===== src/rtl/cdt_pkg.sv =====
package cdt_pkg;
  localparam int unsigned PSC_W = 8;

  // Last prescaler state before a tick, per two-bit ratio code
  function automatic logic [PSC_W-1:0] div_last(input logic [1:0] code);
    case (code)
      2'd0:    return PSC_W'(0);
      2'd1:    return PSC_W'(3);
      2'd2:    return PSC_W'(31);
      default: return PSC_W'(255);
    endcase
  endfunction
endpackage


===== src/rtl/cdt_prescaler.sv =====
module cdt_prescaler
  import cdt_pkg::*;
(
  input  logic       clk,
  input  logic       rst_n,
  input  logic       run,
  input  logic       en,
  input  logic       src_sel,
  input  logic       hi_on,
  input  logic       lo_stb,
  input  logic       hi_stb,
  input  logic [1:0] ratio,
  output logic       tick
);
  logic             run_q;
  logic [PSC_W-1:0] pcnt_q, pcnt_d, base;
  logic             src_stb;

  always_comb begin
    src_stb = src_sel ? (hi_stb & hi_on) : lo_stb;
    base    = (run && !run_q) ? '0 : pcnt_q;
    pcnt_d  = pcnt_q;
    tick    = 1'b0;
    if (en) begin
      pcnt_d = base;
      if (src_stb) begin
        if (base >= div_last(ratio)) begin
          pcnt_d = '0;
          tick   = 1'b1;
        end else begin
          pcnt_d = base + 1'b1;
        end
      end
    end
  end

  always_ff @(posedge clk or negedge rst_n) begin
    if (!rst_n) begin
      run_q  <= 1'b0;
      pcnt_q <= '0;
    end else begin
      run_q  <= run;
      pcnt_q <= pcnt_d;
    end
  end

  AST_PSC_HOLD: assert property (@(posedge clk) disable iff (!rst_n)
    !en |=> $stable(pcnt_q));
  AST_PSC_WRAP: assert property (@(posedge clk) disable iff (!rst_n)
    tick |=> (pcnt_q == '0));
endmodule


===== src/rtl/cdt_evt_filter.sv =====
module cdt_evt_filter #(
  parameter int unsigned SYNC_STAGES = 2
) (
  input  logic clk,
  input  logic rst_n,
  input  logic pin,
  input  logic filt_en,
  input  logic filt_stb,
  input  logic pol,
  output logic edge_tick
);
  logic [SYNC_STAGES-1:0] sync_q;
  logic synced;
  logic samp_q, samp_d;
  logic lvl_q, lvl_d;
  logic prev_q;

  for (genvar i = 0; i < SYNC_STAGES; i++) begin : g_sync
    if (i == 0) begin : g_head
      always_ff @(posedge clk or negedge rst_n) begin
        if (!rst_n) sync_q[0] <= 1'b0;
        else        sync_q[0] <= pin;
      end
    end else begin : g_tail
      always_ff @(posedge clk or negedge rst_n) begin
        if (!rst_n) sync_q[i] <= 1'b0;
        else        sync_q[i] <= sync_q[i-1];
      end
    end
  end

  assign synced = sync_q[SYNC_STAGES-1];

  always_comb begin
    samp_d = samp_q;
    lvl_d  = lvl_q;
    if (filt_en) begin
      if (filt_stb) begin
        samp_d = synced;
        if (synced == samp_q) lvl_d = synced;
      end
    end else begin
      samp_d = synced;
      lvl_d  = synced;
    end
    edge_tick = pol ? (lvl_q & ~prev_q) : (~lvl_q & prev_q);
  end

  always_ff @(posedge clk or negedge rst_n) begin
    if (!rst_n) begin
      samp_q <= 1'b0;
      lvl_q  <= 1'b0;
      prev_q <= 1'b0;
    end else begin
      samp_q <= samp_d;
      lvl_q  <= lvl_d;
      prev_q <= lvl_q;
    end
  end

  AST_FILT_HOLD: assert property (@(posedge clk) disable iff (!rst_n)
    (filt_en && !filt_stb) |=> $stable(lvl_q));
  AST_FILT_BYPASS: assert property (@(posedge clk) disable iff (!rst_n)
    !filt_en |=> (lvl_q == $past(synced)));
endmodule


===== src/rtl/cdt_counter.sv =====
module cdt_counter #(
  parameter int unsigned CNT_W = 8
) (
  input  logic             clk,
  input  logic             rst_n,
  input  logic             run,
  input  logic             tick,
  input  logic             ld_wr,
  input  logic [CNT_W-1:0] ld_val,
  output logic [CNT_W-1:0] count,
  output logic             underflow
);
  logic [CNT_W-1:0] cnt_q, cnt_d, rld_q, rld_d;
  logic             uf_q, uf_d;

  always_comb begin
    cnt_d = cnt_q;
    rld_d = rld_q;
    uf_d  = 1'b0;
    if (ld_wr) begin
      rld_d = ld_val;
      if (!run) cnt_d = ld_val;
    end
    if (run && tick) begin
      if (cnt_q == '0) begin
        cnt_d = rld_q;
        uf_d  = 1'b1;
      end else begin
        cnt_d = cnt_q - 1'b1;
      end
    end
  end

  always_ff @(posedge clk or negedge rst_n) begin
    if (!rst_n) begin
      cnt_q <= '0;
      rld_q <= '0;
      uf_q  <= 1'b0;
    end else begin
      cnt_q <= cnt_d;
      rld_q <= rld_d;
      uf_q  <= uf_d;
    end
  end

  assign count     = cnt_q;
  assign underflow = uf_q;

  AST_HOLD_STOPPED: assert property (@(posedge clk) disable iff (!rst_n)
    (!run && !ld_wr) |=> $stable(cnt_q));
  AST_LOAD_STOPPED: assert property (@(posedge clk) disable iff (!rst_n)
    (ld_wr && !run) |=> (cnt_q == $past(ld_val)));
  AST_DEC_STEP: assert property (@(posedge clk) disable iff (!rst_n)
    (run && tick && cnt_q != '0) |=> (cnt_q == $past(cnt_q) - 1'b1));
  AST_UF_RELOAD: assert property (@(posedge clk) disable iff (!rst_n)
    uf_q |-> (cnt_q == $past(rld_q)));
endmodule


===== src/rtl/cdt_timer.sv =====
module cdt_timer #(
  parameter int unsigned CNT_W       = 8,
  parameter int unsigned SYNC_STAGES = 2
) (
  input  logic             clk,
  input  logic             rst_n,
  input  logic             src_sel,
  input  logic [1:0]       ratio_code,
  input  logic             run,
  input  logic             event_mode,
  input  logic             edge_pol,
  input  logic             filt_en,
  input  logic [CNT_W-1:0] reload_val,
  input  logic             reload_wr,
  input  logic             lo_stb,
  input  logic             hi_stb,
  input  logic             hi_on,
  input  logic             filt_stb,
  input  logic             evt_pin,
  output logic [CNT_W-1:0] count,
  output logic             underflow
);
  logic psc_en, psc_tick, evt_tick, cnt_tick;

  assign psc_en = run & ~event_mode;

  cdt_prescaler u_psc (
    .clk(clk), .rst_n(rst_n), .run(run), .en(psc_en),
    .src_sel(src_sel), .hi_on(hi_on), .lo_stb(lo_stb), .hi_stb(hi_stb),
    .ratio(ratio_code), .tick(psc_tick)
  );

  cdt_evt_filter #(.SYNC_STAGES(SYNC_STAGES)) u_flt (
    .clk(clk), .rst_n(rst_n), .pin(evt_pin), .filt_en(filt_en),
    .filt_stb(filt_stb), .pol(edge_pol), .edge_tick(evt_tick)
  );

  assign cnt_tick = event_mode ? evt_tick : psc_tick;

  cdt_counter #(.CNT_W(CNT_W)) u_cnt (
    .clk(clk), .rst_n(rst_n), .run(run), .tick(cnt_tick),
    .ld_wr(reload_wr), .ld_val(reload_val), .count(count), .underflow(underflow)
  );

  AST_EVT_NO_PSC: assert property (@(posedge clk) disable iff (!rst_n)
    event_mode |-> !psc_tick);
endmodule


===== config.mk =====
export PLATFORM = sky130hd
export DESIGN_NAME = cdt_timer
export DESIGN_NICKNAME = d
export VERILOG_FILES = /design/src/rtl/cdt_pkg.sv /design/src/rtl/cdt_prescaler.sv /design/src/rtl/cdt_evt_filter.sv /design/src/rtl/cdt_counter.sv /design/src/rtl/cdt_timer.sv
export SDC_FILE = /design/constraint.sdc
export NUM_CORES = 1
export LEC_CHECK = 0
export ABC_CLOCK_PERIOD_IN_PS = 2750
export BUFFER_PORTS_ARGS = -buffer_cell sky130_fd_sc_hd__buf_2
export CORE_MARGIN = 5
export CORE_UTILIZATION = 56
export CTS_CLUSTER_SIZE = 40
export DETAILED_ROUTE_END_ITERATION = 10
export PLACE_DENSITY = 0.79
export SLEW_MARGIN = 10
export SYNTH_ARGS = -nofsm -noshare
export SYNTH_HDL_FRONTEND = slang
export SYNTH_SLANG_ARGS = --single-unit
export TNS_END_PERCENT = 20

===== constraint.sdc =====
create_clock -name clk -period 2.75 [get_ports clk]
set_input_delay 0.1375 -clock clk [delete_from_list [all_inputs] [get_ports clk]]
set_output_delay 0.1375 -clock clk [all_outputs]
set_load 0.005 [all_outputs]

Yosys cells after proc, flatten, opt, wreduce, memory -nomap -nowiden
Index checks and enable logic that the tools add are counted.
{"block": "totals", "register_bits": 31, "output_inout_bits": 9, "word_cells": 57}
{"block": "op_classes", "addsub": 2, "magnitude_cmp": 1, "n_eq_ne": 6, "muxes": 23, "n_bitwise": 7, "n_reduce_logical": 8}
{"op": "2-to-1 mux 8 bit", "n": 9}
{"op": "one-hot mux 8 bit (3 select lines)", "n": 1}
{"op": "2-to-1 mux 1 bit", "n": 13}
{"op": "adder 8 x 1 -> 8 bit, second input constant", "n": 1}
{"op": "greater-or-equal comparator 8 bit", "n": 1}
{"op": "zero test 8 bit", "n": 1}
{"op": "subtractor 8 x 1 -> 8 bit, second input constant", "n": 1}
{"op": "inequality test 2 x 1 -> 1 bit, second input constant", "n": 3}
{"op": "bitwise AND 1 bit", "n": 4}
{"op": "AND reduction 2 bit", "n": 2}
{"op": "inverter 1 bit", "n": 3}
{"op": "== test 2 x 1 -> 1 bit, second input constant", "n": 1}
{"op": "== test 2 bit, second input constant", "n": 1}
{"op": "logical AND 1 bit", "n": 2}
{"op": "zero test 2 bit", "n": 1}
{"op": "nonzero test 2 bit", "n": 1}
{"op": "== test 1 bit", "n": 1}
{"op": "zero test 1 bit", "n": 1}

Logic depth before layout (Yosys ltp)
Gate-level depths: netlist of run 1.
{"block": "logic_depth", "depth_word": 12, "mapped_depth": 11, "mapped_depth_nobuf": 10}

Hierarchy
From an unflattened synthesis of run 1, not the netlist that was laid out.
{"block": "hier_totals", "hier_cells": 207, "area_unflattened_um2": 1976.9}
{"mod": "cdt_counter", "n_inst": 1, "cells_each": 91, "area_per_inst_um2": 944.7, "seq_area_each_um2": 425.4}
{"mod": "cdt_prescaler", "n_inst": 1, "cells_each": 96, "area_per_inst_um2": 820.8, "seq_area_each_um2": 225.2}
{"mod": "cdt_evt_filter", "n_inst": 1, "cells_each": 18, "area_per_inst_um2": 187.7, "seq_area_each_um2": 125.1}
{"mod": "cdt_timer", "n_inst": 1, "cells_each": 2, "area_per_inst_um2": 23.8, "seq_area_each_um2": 0.0}

Worst setup path before layout of run 1
OpenSTA, ideal clock, no wires.
{"block": "synth_timing", "path_kind": "register -> register", "from": "register u_psc.run_q", "to": "register u_cnt.cnt_q[2], in the netlist u_cnt.count[2]", "setup_ns": 0.126, "arrival_ns": 2.202, "required_ns": 2.624, "slack_ns": 0.422, "stages_incl_launch_ff": 9, "cell_sequence": "dfrtp_1 -> nand2b_1 -> and2_1 -> ha_1 -> and4_1 -> a221o_1 -> nor2_4 -> o21ai_1 -> a221o_1"}
{"block": "synth_between", "elab_chain_cells": 11, "word_cells_on_any_way": 13, "classes_between": "order compare: 1; eq/ne: 1; mux: 6; reduce/logical: 5"}
{"element": "start: declaration", "line_no": "cdt_prescaler.sv:15", "source": "logic run_q;"}
{"element": "start signal: assignment", "line_no": "cdt_prescaler.sv:42", "source": "run_q <= run;"}
{"element": "zero test 1 bit *", "line_no": "cdt_prescaler.sv:21", "source": "base = (run && !run_q) ? '0 : pcnt_q;"}
{"element": "logical AND 1 bit *", "line_no": "cdt_prescaler.sv:21"}
{"element": "2-to-1 mux 8 bit *", "line_no": "cdt_prescaler.sv:21"}
{"element": "greater-or-equal comparator 8 bit *", "line_no": "cdt_prescaler.sv:27", "source": "if (base >= div_last(ratio)) begin"}
{"element": "2-to-1 mux 1 bit *", "line_no": "cdt_prescaler.sv:27"}
{"element": "2-to-1 mux 1 bit *", "line_no": "cdt_prescaler.sv:26", "source": "if (src_stb) begin"}
{"element": "2-to-1 mux 1 bit *", "line_no": "cdt_prescaler.sv:24", "source": "if (en) begin"}
{"element": "2-to-1 mux 1 bit *", "line_no": "cdt_timer.sv:38", "source": "assign cnt_tick = event_mode ? evt_tick : psc_tick;"}
{"element": "logical AND 1 bit *", "line_no": "cdt_counter.sv:24", "source": "if (run && tick) begin"}
{"element": "inequality test 2 x 1 -> 1 bit (no line) / nonzero test 2 bit (equally long branches)"}
{"element": "AND reduction 2 bit (no line)"}
{"element": "end signal: assignment", "line_no": "cdt_counter.sv:40", "source": "cnt_q <= cnt_d;"}
{"element": "end: declaration", "line_no": "cdt_counter.sv:13", "source": "logic [CNT_W-1:0] cnt_q, cnt_d, rld_q, rld_d;"}
Mark *: on every way between the ends. The rest lies on a longest branch, timed or not.
A chain may end at the register's enable or synchronous reset.

Final worst setup path of run 1
{"block": "layout_timing", "from": "register u_psc.run_q", "to": "register u_cnt.cnt_q[6], in the netlist u_cnt.count[6]"}
The elaborated chain is that of the path after synthesis.

==> results of run 1 <==
==> final cells by class <==
class | count | area, um2 | area share, %
Sequential cell | 31 | 776 | 35.9
Clock buffer | 6 | 41.3 | 1.91
Clock inverter | 2 | 12.5 | 0.579
Timing Repair Buffer | 33 | 175 | 8.11
Inverter | 12 | 45.0 | 2.08
Multi-Input combinational cell | 155 | 1050 | 48.8
Tap cell | 46 | 57.6 | 2.66
==> layout by cell type (no fill, tap or decap), drive strengths merged, types with 2 or more instances in the layout <==
master / synthesis / layout
a21oi: 10 / 10
clkbuf: 2 / 6
and2: 5 / 5
nand3: 8 / 8
inv: 12 / 12
and4: 2 / 2
a32o: 2 / 2
or3: 2 / 2
mux2: 8 / 8
nor2: 12 / 12
nand2b: 10 / 10
dfrtp: 31 / 31
nor3: 5 / 5
nand4: 2 / 2
xnor2: 2 / 2
o31ai: 2 / 2
buf: 3 / 31
dlygate4sd3: 0 / 2
a211oi: 2 / 2
o21ai: 14 / 14
a221o: 3 / 3
o22ai: 2 / 2
a31oi: 3 / 3
nand2: 27 / 27
ha: 8 / 8
o221ai: 5 / 5
a22o: 3 / 3
nor2b: 4 / 4
==> kinds of logic (layout without fill, tap and decap cells) <==
family                   count (synthesis)  after routing  synth area share [%]
AO/OA/AOI/OAI                           52             52                  20.3
flip-flops                              31             31                  40.7
multiplexers                             9              9                  5.25
AND/OR/NAND/NOR                         83             83                  23.0
XOR/XNOR                                 3              3                  1.38
adder cells (fa/ha/maj)                  8              8                  5.25
buffers and inverters                   17             53                  4.13
==> layer usage <==
layer | vias to the layer above | track usage, % | routed length, um
li1 | 811 | - | -
met1 | 739 | 26.3 | 1860
met2 | 48 | 29.5 | 1730
met3 | 5 | 4.93 | 263
met4 | 0 | 7.44 | 44
met5 | - | 0 | 0
==> worst register-to-register path: stages (launching register included) <==
cell      delay (ns)
dfrtp_1         0.42
nand2b_1        0.25
and2_1          0.21
ha_1            0.31
and4_1          0.19
a221o_1         0.45
nor3_2          0.20
nor2_1          0.15
o221a_1         0.26
==> flip-flops by register name (all words and copies together) (netlist names) <==
name,count
u_psc.run_q,1
u_cnt.underflow,1
u_psc.pcnt_q,8
u_flt.lvl_q,1
u_flt.prev_q,1
u_flt.synced,1
u_flt.samp_q,1
u_cnt.count,8
u_cnt.rld_q,8
u_flt.sync_q,1
==> final timing paths <==
check | from | to | slack (ns)
setup / recovery | u_psc.run_q | u_cnt.count[6] | 0.21
hold / removal | reload_val[0] | u_cnt.count[0] | 0.01
hold reg to reg | u_flt.sync_q[0] | u_flt.synced | 0.37
min in group asynchronous | rst_n | u_psc.pcnt_q[2] | 0.36
max in group asynchronous | rst_n | u_cnt.count[6] | 1.95
setup reg to reg | u_psc.run_q | u_cnt.count[6] | 0.21
==> stage by stage <==
stage | hold WS [ns] | cells | utilization (%) | setup slack [ns] | total power, W
finish | 0.0129 | 285 | 65.3 | 0.210 | 0.00150
global route | 0.0139 | 285 | 65.3 | 0.0906 | 0.00162
CTS | 0.00388 | 285 | 65.3 | 0.217 | 0.00151
detailed placement | 0.219 | 275 | 63.0 | 0.242 | 0.00124
global placement | 0.223 | 275 | 63.0 | 0.303 | 0.00123
floorplan | -0.158 | 203 | - | 0.422 | 0.00107
==> power breakdown <==
group	leakage [nW]	internal, W	total [W]	switching (W)
clock	0.0282	0.0000984	0.000259	0.000161
sequential	0.365	0.000557	0.000684	0.000127
combinational	0.579	0.000274	0.000558	0.000285
==> impl_metrics.yaml, run 1 <==
clock_network:
  clkLatencyLatePin_ns: 0.34
  cts_resized: 0
  cts_inserted_buffers: 5
  cts_htree_levels: 2
  clk_pin_slew_ns: 0.10
  hold_buffers: 2
  clockBufferDepth: 2
  cts_root_buffer: "clkbuf_4"
  cts_setup_buffers: 0
  cts_tree: "yes"
  cts_sinks: 31
drt:
  drcViolationCount: 0
  num_vias: 1603
  wl_per_cell_um: 13.7
  drtIter0Drc: 116
  avgViaCountPerCell: 5.62
  ant_nets: 0
  firstDrtPassIters: 4
  wl_mm: 3.90
worst_hold_path:
  min_path_type: "primary input to flop"
  min_path_cells: 3
synthesis:
  synth_common_cells: "dfrtp_1 (31), nand2_1 (27), inv_1 (12), nor2_1 (11), o21ai_0 (11)"
  ys_warn_count: 0
  syn_area_um2: 1910
  synth_area_leaders: "dfrtp_1 (41%), nand2_1 (5.3%), ha_1 (5.2%)"
  seq_area_frac_synth_pct: 40.7
  ys.flop_type: "dfrtp_1"
  avgSynthCellArea_um2: 9.40
  synth-seq-cells: 31
  syn_nets: 234
  synth.most_common_cell: "dfrtp_1"
  async_reset_ff_share_pct: 100
  synth_top_area_share_pct: 40.7
  synth_edf_count: 0
  synth_largest_area_cell: "dfrtp_1"
  synth_cell_types: 47
  syn_inst: 203
grt:
  grt_pass1_wl_mm: 6.72
  track_usage_pct: 19.3
  grt_pass1_vias: 1524
  gr-total-overflow: 0
  antenna_found_initial: 0
  grt_max_degree: 32
finish:
  final_nets: 269
  n_antenna_cell: 0
  fill_cells: 288
  fin_area_um2: 2160
  final_layout_size_suffix_gt1_share_pct: 23.0
  area_growth_pct: 13.2
sta:
  fin_crit_ns: 2.54
  fin_setup_tns_ns: 0
  finClkSkew_ns: 0.00989
  max_freq_mhz: 394
  finalSetupViolCount: 0
  rsz0062_at_grt: "no"
  slew_headroom_pct: 54.4
  period_share_pct: 92.4
  worstMarginPinSlew_ns: 0.684
  final_hold_viol_count: 0
  final_max_slew_viol_count: 0
critical_path:
  start_kind: "flop"
  arrival_ns: 2.77
  slowest_stage: "a221o_1"
  cp_top_family: "simple AND/OR/NAND/NOR gates"
  crit_required_ns: 2.97
  cp_cell_sequence: "nand2b_1 -> and2_1 -> ha_1 -> and4_1 -> a221o_1 -> nor3_2 -> nor2_1 -> o221a_1"
  max_stage_delay_ns: 0.45
  critPathBufInv: 0
  worstRegToRegCells: 8
  worstSetupEndpointType: "flop"
  critPathMaxFanout: 8
  critPathKind: "flop to flop"
  path_depth: 8
placement:
  dpl_cell_area_um2: 2090
  port-buffer-count: 31
  gp_congestion: 0.876
  hpwl_mm: 2.88
floorplanning:
  dieArea_um2: 4670
  row_count: 21
  pin_count: 32
  initial_core_util_pct: 57.6
  fp.coreArea_um2: 3310
  die_width_um: 68.4
  die_h_um: 68.4
run_status:
  outcome: "finished clean"
power:
  p_leak_nw: 0.972
  peakVddDrop_mv: 0.362
  powerDensity_nw_per_um2: 695
run:
  drv_cap: 0
(Power assumes the default switching activity.)
==> inputs of run 2 (changes only) <==
--- a/config.mk
+++ b/config.mk
@@ -7,11 +7,13 @@
 export LEC_CHECK = 0
 export ABC_CLOCK_PERIOD_IN_PS = 2750
 export BUFFER_PORTS_ARGS = -buffer_cell sky130_fd_sc_hd__buf_2
+export CORE_ASPECT_RATIO = 0.8
 export CORE_MARGIN = 5
 export CORE_UTILIZATION = 56
 export CTS_CLUSTER_SIZE = 40
 export DETAILED_ROUTE_END_ITERATION = 10
-export PLACE_DENSITY = 0.79
+export GPL_ROUTABILITY_DRIVEN = 0
+export PLACE_DENSITY = 0.78
 export SLEW_MARGIN = 10
 export SYNTH_ARGS = -nofsm -noshare
 export SYNTH_HDL_FRONTEND = slang
==> impl_metrics.yaml, run 2 (synthesized netlist as in run 1, its figures left out) <==
power:
  peakVddDrop_mv: 0.381
  powerDensity_nw_per_um2: 726
  p_leak_nw: 0.991
critical_path:
  max_stage_delay_ns: 0.45
  worstSetupEndpointType: "flop"
  arrival_ns: 2.74
  slowest_stage: "a221o_1"
  worstSetupStartpoint: "u_psc.run_q"
  r2r-start: "u_psc.run_q"
  start_kind: "flop"
  critPathBufInv: 1
  crit_required_ns: 2.91
  r2r_end: "u_cnt.count[6]"
  critPathMaxFanout: 8
  cp_cell_sequence: "nand2b_1 -> nand2_1 -> inv_1 -> ha_1 -> and4_1 -> a221o_1 -> nor3_2 -> nor2_1 -> o221a_1"
  r2r_setup_slack_ns: 0.17
  cp_top_family: "simple AND/OR/NAND/NOR gates"
  critPathKind: "flop to flop"
  cp-endpoint: "u_cnt.count[6]"
  path_depth: 9
  worstRegToRegCells: 9
worst_hold_path:
  hp-start: "reload_val[2]"
  min_path_type: "primary input to flop"
run:
  drv_cap: 0
finish:
  post-route-util_pct: 65.4
  layout_common_cells: "buf_2 (31), dfrtp_1 (31), nand2_1 (27)"
  n_antenna_cell: 0
  final_layout_size_suffix_gt1_share_pct: 22.9
  final_nets: 270
  area_growth_pct: 14.8
sta:
  max_freq_mhz: 388
  finClkSkew_ns: 0.00531
  slew_headroom_pct: 55.2
  worstMarginPinSlew_ns: 0.672
  finalSetupViolCount: 0
  final_max_slew_viol_count: 0
  period_share_pct: 93.7
  fin_setup_tns_ns: 0
  worst_slack_ns: 0.174
  rsz0062_at_grt: "no"
  fin_crit_ns: 2.58
  final_hold_viol_count: 0
grt:
  antenna_found_initial: 0
  grt_pass1_wl_mm: 6.93
  track_usage_pct: 19.2
  grt_max_degree: 32
  grt_pass1_vias: 1473
  gr-total-overflow: 0
drt:
  drtIter0Drc: 98
  firstDrtPassIters: 5
  drcViolationCount: 0
  wl_mm: 4.20
  ant_nets: 0
  num_vias: 1636
  avgViaCountPerCell: 5.80
  wl_per_cell_um: 14.9
clock_network:
  cts_tree: "yes"
  cts_sinks: 31
  cts_htree_levels: 2
  cts_root_buffer: "clkbuf_8"
  clk_pin_slew_ns: 0.06
  cts_inserted_buffers: 5
  clkLatencyLatePin_ns: 0.28
  clockBufferDepth: 2
floorplanning:
  initial_core_util_pct: 56.9
  fp.coreArea_um2: 3350
  die_width_um: 75.3
  row_count: 19
  pin_count: 32
  die_h_um: 62.2
  dieArea_um2: 4680
run_status:
  outcome: "finished clean"
placement:
  port-buffer-count: 31
  hpwl_mm: 3.13
  post-place-ws_ns: 0.221
[run 2: cell count changes in the layout (fill, tap and decap cells not counted)]
cell and delta:
clkbuf_4 -5, clkbuf_8 +5, buf_4 +1, clkbuf_1 +1, clkinvlp_4 -1
[run 2: worst reg2reg max path: cells and delay by family (launching register included)]
kind / cells / cell delay [ns]
and+or+nand+nor: 5 / 1.00
AOI/OAI and AO/OA: 2 / 0.72
DFF: 1 / 0.41
adders and majority gates: 1 / 0.28
buffers and inverters: 1 / 0.05
[run 2: layout make-up]
type / count / area, um2
Fill cell: 276 / 1160
Multi-Input combinational cell: 155 / 1050
Sequential cell: 31 / 776
Timing Repair Buffer: 34 / 183
Clock buffer: 7 / 76.3
Tap cell: 42 / 52.6
Inverter: 12 / 45.0
Clock inverter: 1 / 5.00
[run 2: routing by layer]
layer / global-route usage, % / up-vias / wire [um]
met4: 5.90 / 0 / 54
met3: 4.84 / 6 / 341
li1: - / 809 / -
met1: 30.6 / 761 / 2070
met5: 0 / - / 0
met2: 24.9 / 60 / 1730
[run 2: worst min-delay path by stage]
stage                endpoint  slack, ns  depth (start not counted)
2_1_floorplan  u_cnt.count[0]      -0.16                          0
3_3_place_gp   u_cnt.rld_q[0]       0.22                          1
3_5_place_dp   u_cnt.rld_q[0]       0.22                          1
4_1_cts        u_cnt.count[7]       0.08                          3
5_1_grt        u_cnt.count[7]       0.08                          3
6_report       u_cnt.rld_q[2]       0.09                          3
[run 2: stage by stage]
step / std cells / cell area [um2] / total power [W] / hold WS (ns)
2_1_floorplan: 203 / 1910 / 0.00107 / -0.158
3_3_place_gp: 272 / 2090 / 0.00124 / 0.219
3_5_place_dp: 272 / 2090 / 0.00125 / 0.220
4_1_cts: 282 / 2190 / 0.00160 / 0.0817
5_1_grt: 282 / 2190 / 0.00171 / 0.0826
6_report: 282 / 2190 / 0.00159 / 0.0854
[run 2: where the power goes]
| part | internal (W) | switching, W |
|---|---|---|
| logic | 0.000274 | 0.000290 |
| clock network | 0.000177 | 0.000160 |
| registers | 0.000558 | 0.000131 |
| total | 0.00101 | 0.000582 |
[run 2: what timing repair did]
action	CTS	global route
hold endpoints to repair	32	0
gates resized for setup	0	0
buffers inserted	0	0
hold buffers	2	0
==> inputs of run 3 (changes only) <==
--- a/config.mk
+++ b/config.mk
@@ -5,6 +5,7 @@
 export SDC_FILE = /design/constraint.sdc
 export NUM_CORES = 1
 export LEC_CHECK = 0
+export ABC_AREA = 1
 export ABC_CLOCK_PERIOD_IN_PS = 2750
 export BUFFER_PORTS_ARGS = -buffer_cell sky130_fd_sc_hd__buf_2
 export CORE_ASPECT_RATIO = 0.8
@@ -17,5 +18,6 @@
 export SLEW_MARGIN = 10
 export SYNTH_ARGS = -nofsm -noshare
 export SYNTH_HDL_FRONTEND = slang
+export SYNTH_HIERARCHICAL = 1
 export SYNTH_SLANG_ARGS = --single-unit
 export TNS_END_PERCENT = 20
==> impl_metrics.yaml, run 3 <==
sta:
  max_freq_mhz: 418
  fin_crit_ns: 2.39
  final_hold_viol_count: 0
  rsz0062_at_grt: "no"
  worstMarginPinSlew_ns: 0.670
  fin_setup_tns_ns: 0
  worst_slack_ns: 0.356
  slew_headroom_pct: 55.3
  finalSetupViolCount: 0
  final_max_slew_viol_count: 0
  finClkSkew_ns: 0.00402
  period_share_pct: 87.0
synthesis:
  async_reset_ff_share_pct: 100
  muxShareOfSynthArea_pct: 0
  synth_common_cells: "nand2_1 (85), inv_1 (50), dfrtp_1 (31), nor2_1 (26), nand3_1 (20)"
  synth-simple-area-share_pct: 34.5
  synth_edf_count: 0
  synth_cell_types: 30
  ys.flop_type: "dfrtp_1"
  synth_area_leaders: "dfrtp_1 (38%), nand2_1 (16%), inv_1 (9.2%)"
  syn_nets: 323
  synth_largest_area_cell: "dfrtp_1"
  synth-seq-cells: 31
  seq_area_frac_synth_pct: 37.9
  ys_warn_count: 6
  avgSynthCellArea_um2: 7.03
  synth.most_common_cell: "nand2_1"
  syn_area_um2: 2050
  synth_top_family_by_area: "simple AND/OR/NAND/NOR gates"
  synth_top_area_share_pct: 37.9
  synth_xor_area_share_pct: 1.71
  synth_compound_area_share_pct: 10.0
  syn_inst: 291
  synth_adder_area_share_pct: 5.50
power:
  peakVddDrop_mv: 0.489
  powerDensity_nw_per_um2: 520
  p_leak_nw: 1.36
finish:
  final_layout_size_suffix_gt1_share_pct: 19.2
  area_growth_pct: 16.0
  final_nets: 364
  layout_common_cells: "nand2_1 (84), inv_1 (50), buf_2 (31), dfrtp_1 (31), nor2_1 (26)"
  n_antenna_cell: 0
  layout_commonest_cell: "nand2_1"
drt:
  num_vias: 1835
  wl_per_cell_um: 11.4
  avgViaCountPerCell: 4.89
  drtIter0Drc: 103
  ant_nets: 0
  wl_mm: 4.29
  drcViolationCount: 0
  firstDrtPassIters: 5
grt:
  grt_pass1_wl_mm: 7.49
  grt_use_met1_pct: 27.9
  gr-total-overflow: 0
  grt_max_degree: 32
  met3_usage_pct: 5.20
  grt_use_met2_pct: 25.8
  busiest_layer: "met1"
  track_usage_pct: 18.2
  grt_pass1_vias: 1682
  antenna_found_initial: 0
critical_path:
  start_kind: "flop"
  crit_required_ns: 2.91
  critPathKind: "flop to flop"
  worstRegToRegCells: 20
  r2r_setup_slack_ns: 0.36
  r2r_end: "u_cnt/count[6]"
  critPathMaxFanout: 12
  worstSetupEndpointType: "flop"
  arrival_ns: 2.56
  r2r-start: "u_psc/run_q"
clock_network:
  cts_tree: "yes"
  clkLatencyLatePin_ns: 0.27
  cts_htree_levels: 2
  cts_setup_buffers: 0
  cts_sinks: 31
  clk_pin_slew_ns: 0.06
  cts_inserted_buffers: 5
  clockBufferDepth: 2
  cts_root_buffer: "clkbuf_8"
placement:
  post-place-ws_ns: 0.352
  hpwl_mm: 3.38
  port-buffer-count: 31
floorplanning:
  initial_core_util_pct: 59.0
  row_count: 19
  die_h_um: 64.1
  pin_count: 32
  fp.coreArea_um2: 3470
  dieArea_um2: 4970
  die_width_um: 77.6
worst_hold_path:
  hold_end: "u_psc/run_q"
  hp-start: "run"
  min_path_type: "primary input to flop"
  min_path_cells: 1
run:
  drv_cap: 0
run_status:
  outcome: "finished clean"
-- run 3: cell types whose count changed after synthesis, moves of 4 or more --
cell | before | now
nand3_1 | 8 | 20
nand2_2 | 0 | 4
nand2b_1 | 10 | 0
nor2_1 | 11 | 26
mux2_2 | 8 | 0
and2_1 | 5 | 0
inv_1 | 12 | 50
nand2_1 | 27 | 85
nor2_2 | 0 | 5
o221ai_1 | 5 | 0
-- run 3: cell families after synthesis --
| kind of cell | Yosys count |
|---|---|
| XOR/XNOR | 4 |
| buffers and inverters | 56 |
| AO/OA/AOI/OAI | 35 |
| adder cells (fa/ha/maj) | 9 |
| flip-flops | 31 |
| AND/OR/NAND/NOR | 156 |
-- run 3: what timing repair did --
item / CTS / global route
hold buffers: 2 / 0
hold endpoints to repair: 32 / 0
endpoints found under the setup margin: 0 / 1
gates resized for setup: 0 / 1
-- run 3: worst max-delay path, cell delays in order (launching register included) --
cell     delay [ns]
dfrtp_1        0.36
inv_1          0.08
nand2_4        0.08
nand2_1        0.10
inv_1          0.08
ha_1           0.31
a21oi_1        0.17
nor3_1         0.06
nor3_1         0.19
nand2_1        0.09
nand2_1        0.08
nor2_1         0.04
nand2_1        0.05
nand2_1        0.04
nand2_1        0.08
buf_4          0.20
a21oi_1        0.06
nand2_1        0.06
nand2_1        0.04
nand2_1        0.06
nand2_1        0.05
-- run 3: per-layer routing --
layer  share of wire (%)  wire length [um]  vias to the layer above
met5                   0                 0                        -
met1                  52              2240                      797
met3                 7.9               340                        4
met4                0.61                26                        0
met2                  39              1690                       51
li1                    -                 -                      983
-- run 3: worst max path at each step --
stage	startpoint	endpoint	cells after the start
finish	u_psc/run_q	u_cnt/count[6]	20
global route	u_psc/run_q	u_cnt/count[0]	24
CTS	u_psc/run_q	u_cnt/count[2]	19
detailed placement	u_psc/run_q	u_cnt/count[2]	19
global placement	u_psc/run_q	u_cnt/count[0]	19
floorplan	u_psc/run_q	u_cnt/count[0]	19
-- run 3: layout make-up --
type                    instances  area (um2)
multi-input cells             204        1060
clock buffers                   7        76.3
clock inverters                 1        5.00
inverters                      53         199
repair buffers                 37         205
fillers                       302        1100
flip-flops and latches         31         776
well taps                      42        52.6
-- run 3: report_power, final --
group          switching, W  internal [W]  leakage (nW)
logic              0.000204      0.000135         0.943
clock network      0.000151      0.000177        0.0422
registers         0.0000541      0.000513         0.375
-- run 3: stage by stage --
step	power [W]	instance area (um2)	utilization, %	hold slack [ns]	cells
floorplan	0.000798	2050	-	-0.158	291
global placement	0.000904	2270	65.4	0.211	365
detailed placement	0.000912	2270	65.4	0.215	365
CTS	0.00125	2370	68.3	0.0651	375
global route	0.00134	2370	68.4	0.0591	375
finish	0.00124	2370	68.4	0.0701	375
